[config.mk]
export PLATFORM = sky130hd
export DESIGN_NAME = i2c_atten_slave
export DESIGN_NICKNAME = d
export VERILOG_FILES = /design/src/rtl/i2c_atten_slave.sv
export SDC_FILE = /design/constraint.sdc
export NUM_CORES = 1
export LEC_CHECK = 0
export CAP_MARGIN = 30
export CORE_AREA = 2 2 108 110
export DETAILED_ROUTE_END_ITERATION = 10
export DIE_AREA = 0 0 110 112
export SETUP_SLACK_MARGIN = 0.3
export SYNTH_ARGS = -nofsm -noshare
export SYNTH_HDL_FRONTEND = slang
export SYNTH_SLANG_ARGS = --single-unit
[constraint.sdc]
create_clock -name clk -period 4.69 [get_ports clk]
set_clock_uncertainty 0.05 [all_clocks]
set_input_delay 0.938 -clock clk [delete_from_list [all_inputs] [get_ports clk]]
set_output_delay 0.938 -clock clk [all_outputs]
set_load 0.02 [all_outputs]
[src/rtl/i2c_atten_slave.sv]
module i2c_atten_slave #(
  parameter logic [7:0] DEV_ADDR = 8'h88,
  parameter int         SYNC     = 2,
  parameter int         ATT_W    = 7
) (
  input  logic             clk,
  input  logic             rst_n,
  input  logic             scl_i,
  input  logic             sda_i,
  output logic             sda_oe,
  output logic [ATT_W-1:0] atten_l,
  output logic [ATT_W-1:0] atten_r,
  output logic             mute_l,
  output logic             mute_r
);
  logic [SYNC-1:0] scl_q, sda_q;
  logic scl_p, sda_p;
  wire scl_s = scl_q[SYNC-1];
  wire sda_s = sda_q[SYNC-1];

  always_ff @(posedge clk or negedge rst_n)
    if (!rst_n) begin
      scl_q <= '1; sda_q <= '1; scl_p <= 1'b1; sda_p <= 1'b1;
    end else begin
      scl_q <= {scl_q[SYNC-2:0], scl_i};
      sda_q <= {sda_q[SYNC-2:0], sda_i};
      scl_p <= scl_s;
      sda_p <= sda_s;
    end

  wire scl_rise = scl_s & ~scl_p;
  wire scl_fall = ~scl_s & scl_p;
  wire start_c  = scl_s & scl_p & sda_p & ~sda_s;
  wire stop_c   = scl_s & scl_p & ~sda_p & sda_s;

  logic       in_frame, first, selected, ack_ph;
  logic [3:0] cnt;
  logic [7:0] sh;
  logic       pend_v, pend_t;
  logic [1:0] pend_g;
  logic [3:0] pend_n;

  logic       is_vol, is_tens;
  logic [1:0] grp;
  wire is_clr  = (sh == 8'hF0);
  wire is_mute = (sh[7:2] == 6'b011111);

  always_comb begin
    is_vol = 1'b0; is_tens = 1'b0; grp = 2'b00;
    case (sh[7:4])
      4'hD: begin is_vol = 1'b1;    grp = 2'b11; end
      4'hE: begin is_vol = ~sh[3];  is_tens = 1'b1; grp = 2'b11; end
      4'hA: begin is_vol = 1'b1;    grp = 2'b10; end
      4'hB: begin is_vol = ~sh[3];  is_tens = 1'b1; grp = 2'b10; end
      4'h2: begin is_vol = 1'b1;    grp = 2'b01; end
      4'h3: begin is_vol = ~sh[3];  is_tens = 1'b1; grp = 2'b01; end
      default: ;
    endcase
  end

  wire       vol_ok  = is_vol & (is_tens | (sh[3:0] <= 4'd9));
  wire       cmd_ok  = is_clr | is_mute | vol_ok;
  wire       pair    = pend_v & (pend_g == grp) & (pend_t != is_tens);
  wire [2:0] tens_v  = is_tens ? sh[2:0] : pend_n[2:0];
  wire [3:0] unit_v  = is_tens ? pend_n : sh[3:0];
  wire [ATT_W-1:0] sum = ATT_W'(tens_v) * ATT_W'(10) + ATT_W'(unit_v);

  always_ff @(posedge clk or negedge rst_n)
    if (!rst_n) begin
      in_frame <= 1'b0; first <= 1'b0; selected <= 1'b0; ack_ph <= 1'b0;
      cnt <= '0; sh <= '0; sda_oe <= 1'b0;
      pend_v <= 1'b0; pend_t <= 1'b0; pend_g <= '0; pend_n <= '0;
      atten_l <= '0; atten_r <= '0; mute_l <= 1'b0; mute_r <= 1'b0;
    end else if (start_c) begin
      in_frame <= 1'b1; first <= 1'b1; selected <= 1'b0; ack_ph <= 1'b0;
      cnt <= '0; sda_oe <= 1'b0; pend_v <= 1'b0;
    end else if (stop_c) begin
      in_frame <= 1'b0; selected <= 1'b0; ack_ph <= 1'b0;
      sda_oe <= 1'b0; pend_v <= 1'b0;
    end else if (in_frame) begin
      if (scl_rise && !ack_ph && cnt != 4'd8) begin
        sh  <= {sh[6:0], sda_s};
        cnt <= cnt + 4'd1;
      end else if (scl_fall && ack_ph) begin
        ack_ph <= 1'b0; sda_oe <= 1'b0; cnt <= '0;
      end else if (scl_fall && cnt == 4'd8) begin
        ack_ph <= 1'b1;
        if (first) begin
          first    <= 1'b0;
          selected <= (sh == DEV_ADDR);
          sda_oe   <= (sh == DEV_ADDR);
        end else if (selected) begin
          sda_oe <= cmd_ok;
          if (is_clr) begin
            atten_l <= '0; atten_r <= '0; mute_l <= 1'b0; mute_r <= 1'b0;
            pend_v  <= 1'b0;
          end else if (is_mute) begin
            mute_l <= sh[1]; mute_r <= sh[0]; pend_v <= 1'b0;
          end else if (vol_ok && pair) begin
            if (grp[1]) atten_l <= sum;
            if (grp[0]) atten_r <= sum;
            pend_v <= 1'b0;
          end else if (vol_ok) begin
            pend_v <= 1'b1; pend_t <= is_tens; pend_g <= grp;
            pend_n <= is_tens ? {1'b0, sh[2:0]} : sh[3:0];
          end else begin
            pend_v <= 1'b0;
          end
        end
      end
    end
endmodule

Word-level counts from Yosys, hierarchy flattened

Index checks and enable logic that the tools add are counted.

Register bits: 47
Input port bits: 4
Logic and storage cells: 169

$add $sub $neg: 2
Multipliers: 1
Order comparisons: 1
Equality and inequality tests: 20
Muxes and demuxes: 64
Bitwise operators: 26
Reductions and logical operators: 36

Operators with widths:

| kind                                             | count |
|---|---|
| two-way mux 7 bit                                | 8 |
| two-way mux 1 bit                                | 46 |
| two-way mux 4 bit                                | 7 |
| AND reduction 11 bit                             | 2 |
| == test 4 bit, second input constant             | 5 |
| == test 8 bit, second input constant             | 2 |
| nonzero test 3 bit                               | 5 |
| nonzero test 2 bit                               | 7 |
| NOT 1 bit                                        | 13 |
| AND reduction 12 bit                             | 1 |
| AND 1 bit                                        | 10 |
| AND reduction 5 bit                              | 2 |
| AND reduction 9 bit                              | 1 |
| == test 4 x 2 -> 1 bit, second input constant    | 2 |
| inequality test 2 bit, second input constant     | 4 |
| AND reduction 4 bit                              | 2 |
| adder 7 x 4 -> 7 bit                             | 1 |
| == test 6 x 5 -> 1 bit, second input constant    | 1 |
| multiplier 3 x 3 -> 6 bit, second input constant | 1 |
| inequality test 3 bit, second input constant     | 2 |
| one-hot mux 2 bit (3 select lines)               | 1 |
| AND reduction 3 bit                              | 2 |
| AND reduction 6 bit                              | 1 |
| OR reduction 2 bit                               | 3 |
| 14 further kinds                                 | 21 |

Longest topological paths before layout

Depth in word-level cells: 18
Gate-level depth with buffers: 11

Worst setup path after synthesis

OpenSTA, ideal clock, no wires.

Kind: flip-flop to flip-flop
Start point: register sh[6]
End point: register atten_r[5]
Data arrival time: 2.652 ns
Required time: 4.560 ns
Setup slack: 1.908 ns
Stages on the path, launching flop included: 11
Path buffers: 0
Cells stage by stage: dfrtp_1 > and3b_2 > o21ai_2 > mux2_2 > ha_1 > ha_1 > nor2b_1 > o21ai_0 > xnor2_1 > nand2_1 > mux2i_1

Cells in the longest elaborated chain, start to end: 10

Ends and longest elaborated chain:

| item                                                    | RTL line | text |
|---|---|---|
| start: declaration                                      | 38       | `logic [7:0] sh;` |
| start signal: assignment                                | 82       | `sh <= {sh[6:0], sda_s};` |
| == test 4 x 2 -> 1 bit or == test 4 bit (tied branches) | 50       | `case (sh[7:4])` |
| OR reduction 3 bit (no source line)                     | n/a      |  |
| two-way mux 1 bit                                       | 50       |  |
| two-way mux 3 bit                                       | 64       | `wire [2:0] tens_v = is_tens ? sh[2:0] : pend_n[2:0];` |
| multiplier 3 x 3 -> 6 bit                               | 66       | `wire [ATT_W-1:0] sum = ATT_W'(tens_v) * ATT_W'(10) + ATT_W'(unit_v);` |
| adder 7 x 4 -> 7 bit                                    | 66       |  |
| two-way mux 7 bit                                       | 101      | `if (grp[0]) atten_r <= sum;` |
| two-way mux 7 bit                                       | 99       | `end else if (vol_ok && pair) begin` |
| two-way mux 7 bit                                       | 97       | `end else if (is_mute) begin` |
| two-way mux 7 bit                                       | 94       | `if (is_clr) begin` |
| end signal: assignment                                  | 101      |  |
| end: declaration                                        | 12       | `output logic [ATT_W-1:0] atten_r,` |

Several ways; a longest one is shown, not always the timed one. The select of a mux whose other input is x is not followed.
A chain may end at the register's enable or synchronous reset.

Worst setup path in the final report

Start point: register sh[4]
End point: register atten_r[5]

The elaborated chain is that of the path after synthesis.

==> key figures <==
Synth
  – Unique masters post-synth: 63
  – Area share of and/or/nand/nor cells after synthesis: 18.92%
  – Most numerous cell in the Yosys netlist: dfrtp_1
  – Yosys warnings: 0
  – Synthesized net count: 247
  – Compound-cell area share of the yosys netlist: 11.58%
  – #FFs+latches synth: 47
  – Seq/Total Area, Yosys: between 40% and 50%
  – Predominant post-synthesis flop cell: dfrtp_1
  – Xor-xnor portion of the synthesized cell area: 2.538%
  – Top cells by area, synth: dfrtp_1 38%, mux2i_1 6.3%, dfstp_2 5.8%
  – Synth Cell Area: roughly 2700 um2
  – Cell taking the most area after synthesis: dfrtp_1
  – Post-synth EDFFs: 0
  – Largest family of logic cells by synthesized area: simple AND/OR/NAND/NOR gates
  – Mux contribution to synthesized area: 15.27%
  – Syn Inst Count: approximately 230
  – Syn avg cell area: about 12 um2
  – Most frequent cells after synthesis: 41 x dfrtp_1, 28 x nand2_1, 17 x mux2i_1
  – Synth async-reset ratio: 100.0%
  – Synth Area in Adders: 4.430%
  – Area share of the largest cell type after synthesis: 37.84%

Layout
  – Area grow syn2layout: 19.01%
  – Diodes inserted: 0
  – Total Nets Final: 267
  – Layout cells sized above 1: approximately a fifth

Pwr
  – Switching Share: 23.92%
  – Combinational power share: 9.5%
  – Peak VDD IR: 0.1449 mV
  – P_sw: approximately 230 uW
  – Power share of the clock group: 42.3%
  – Seq pwr share: 48.3%
  – Power density over the cells: 301.1 nW/um2
  – LEAKAGE: 1.416 nW
  – P_int: 739.3 uW

STA
  – Slew headroom: 58.68%
  – RSZ-0062 raised after global routing: false
  – TNS Setup: 0 ns
  – Worst-margin pin slew: 0.6180 ns
  – Setup-failing EPs final: 0
  – Max-slew violations: 0
  – Max Freq: 306.5 MHz
  – Final period utilization: 69.57%
  – Hold Fails Final Rpt: 0
  – Setup ws final: 1.427 ns
  – Fin crit period: 3.263 ns

Critical path
  – Worst stage delay on the critical path: between 0.6 and 0.7 ns
  – Critical path type: reg2reg
  – Worst r2r path cells: 10
  – Worst r2r src: sh[4]
  – Crit path launch type: flip-flop
  – CP max stage cell: dfrtp_1
  – CP Capture Type: flip-flop
  – Worst-path fanout max: 15
  – Crit path arrival time: 3.43 ns
  – CP Cell Sequence: and3b_2 -> o21ai_2 -> mux2_2 -> ha_1 -> ha_1 -> nor2b_1 -> o21ai_0 -> xnor2_1 -> nand2_1 -> mux2i_1
  – Flop-to-flop setup slack: 1.43 ns
  – Critical path required time: 4.85 ns
  – Cell mode on critical path: ha_1
  – RR Endpoint: atten_r[5]

Worst hold path
  – HP Class: reg2reg
  – Worst hold path cell count: 0
  – Min-Delay Startpoint: scl_q[0]
  – Worst Hold End: scl_q[1]

Global routing
  – Vias in the first global route: 1857
  – GR Overflow Total: 0
  – Largest net degree at the start of global routing: 36
  – Gr usage total: 9.607%
  – First-pass GRT wire length: 9.266 mm
  – Initial antenna violation count: 0

Routing
  – Post-DR vias/cell: 4.437
  – Avg WL per Cell: 12.94 um
  – Post-DRT Antenna Nets: 0
  – Pre-antenna DRT Iters: 4
  – DRT iter0 DRCs: 142
  – Drt drc: 0
  – Routed wire length: 5.152 mm
  – Vias: between 1500 and 2000

Floorplanning
  – Rows: 39
  – DIE HEIGHT: 112 um
  – Die ar.: 12320 um2
  – # IOs: 21
  – Starting density of the core: 24.26%
  – Die Wd: 110 um
  – Placeable Area: roughly 11000 um2

Clocking
  – # H-tree levels: 2
  – Hold Buf Count CTS: 0
  – TritonCTS clock tree: yes
  – CTS Sinks: between 40 and 50
  – Post-CTS Setup Repair Bufs: 0
  – Root Driver: clkbuf_16
  – CTS resizes: 0
  – Cts bufs inserted: 5
  – Clk slew on worst S/H paths: 0.06 ns
  – CTS max path bufs: 2
  – Clock latency on the worst-skew pair: around 0.29 ns

Run status
  – Status: finished clean

Placement
  – Pre-CTS setup slack: approximately 1.4 ns
  – Gp weighted congestion: 0.7788
  – Port buffer count: 20
  – Hpwl dp: 3.819 mm

Flow run
  – Max_cap viols: 0
power by group through the flow:
stage                     combinational [mW]  sequential (mW)  clock, mW
final                                 0.0919            0.469      0.411
after floorplan                       0.0759            0.458          0
after global routing                   0.104            0.473      0.439
after global placement                0.0896            0.476          0
after detailed placement              0.0946            0.477          0
after CTS                             0.0949            0.469      0.424
worst max-delay path by stage:
stage | cells after the start | from | end | slack, ns
detailed placement | 10 | sh[4] | atten_r[5] | 1.43
finish | 10 | sh[4] | atten_r[5] | 1.43
floorplan | 10 | sh[6] | atten_r[5] | 1.91
CTS | 10 | sh[4] | atten_r[5] | 1.42
global route | 10 | sh[4] | atten_r[5] | 1.24
global placement | 10 | sh[4] | atten_r[5] | 1.57
per-layer routing:
| metal | wire (um) | vias up | GRT usage [%] |
|---|---|---|---|
| met5 | 0 | - | 0 |
| met4 | 127 | 0 | 4.810 |
| met3 | 83 | 6 | 1.581 |
| met2 | 2586 | 14 | 15.34 |
| met1 | 2356 | 868 | 12.40 |
| li1 | - | 878 | - |
sequential cells by signal, indices dropped and copies added, names as in the netlist, 2 cells and up:
register / flops
atten_l: 7
sh: 8
scl_q: 2
cnt: 4
sda_q: 2
pend_g: 2
atten_r: 7
pend_n: 4
worst max-delay path, delay by kind of cell (launching register included):
kind | cells | cell delay (ns)
AND/OR/NAND/NOR | 3 | 0.52
adder cells (fa/ha/maj) | 2 | 0.61
AO/OA/AOI/OAI | 2 | 0.68
multiplexers | 2 | 0.55
XOR/XNOR | 1 | 0.16
flip-flops | 1 | 0.62
cell type report:
type	count	area, um2
clock buffers	6	138.9
clock inverters	2	35.03
fillers	1132	7948
inverters	12	45.04
multi-input cells	167	1430
flip-flops and latches	47	1184
well taps	143	178.9
repair buffers	21	215.2
cell usage in the layout, fill, tap and decap left out, types with 5 or more instances in the layout:
cell type	Yosys	final
clkbuf_16	0	5
clkdlybuf4s50_1	0	19
dfrtp_1	41	41
dfstp_2	6	6
ha_1	8	8
inv_1	11	11
mux2_2	11	11
mux2_4	5	5
mux2i_1	17	17
nand2_1	28	28
nand2b_1	5	5
nand3_1	6	6
nor2_1	6	6
o21ai_0	7	7
metrics by stage:
stage                     instances  hold WS (ns)  utilization, %  total power, mW  cell area, um2
final                           398        0.3045           28.88           0.9717            3227
after global routing            398        0.3151           28.88            1.016            3227
after CTS                       398        0.3061           28.88           0.9877            3227
after detailed placement        390        0.2970           27.32           0.5713            3053
after global placement          389        0.2961           27.14           0.5658            3033
after floorplan                 234        0.2952               -           0.5342            2711
cell families after synthesis:
group | count (synthesis)
xor gates and xnor gates | 7
AOI/OAI and AO/OA | 36
muxes | 37
DFF | 47
buffers and inverters | 20
adders and majority gates | 9
and+or+nand+nor | 78
Note: power is estimated with default switching activity, not from simulation.
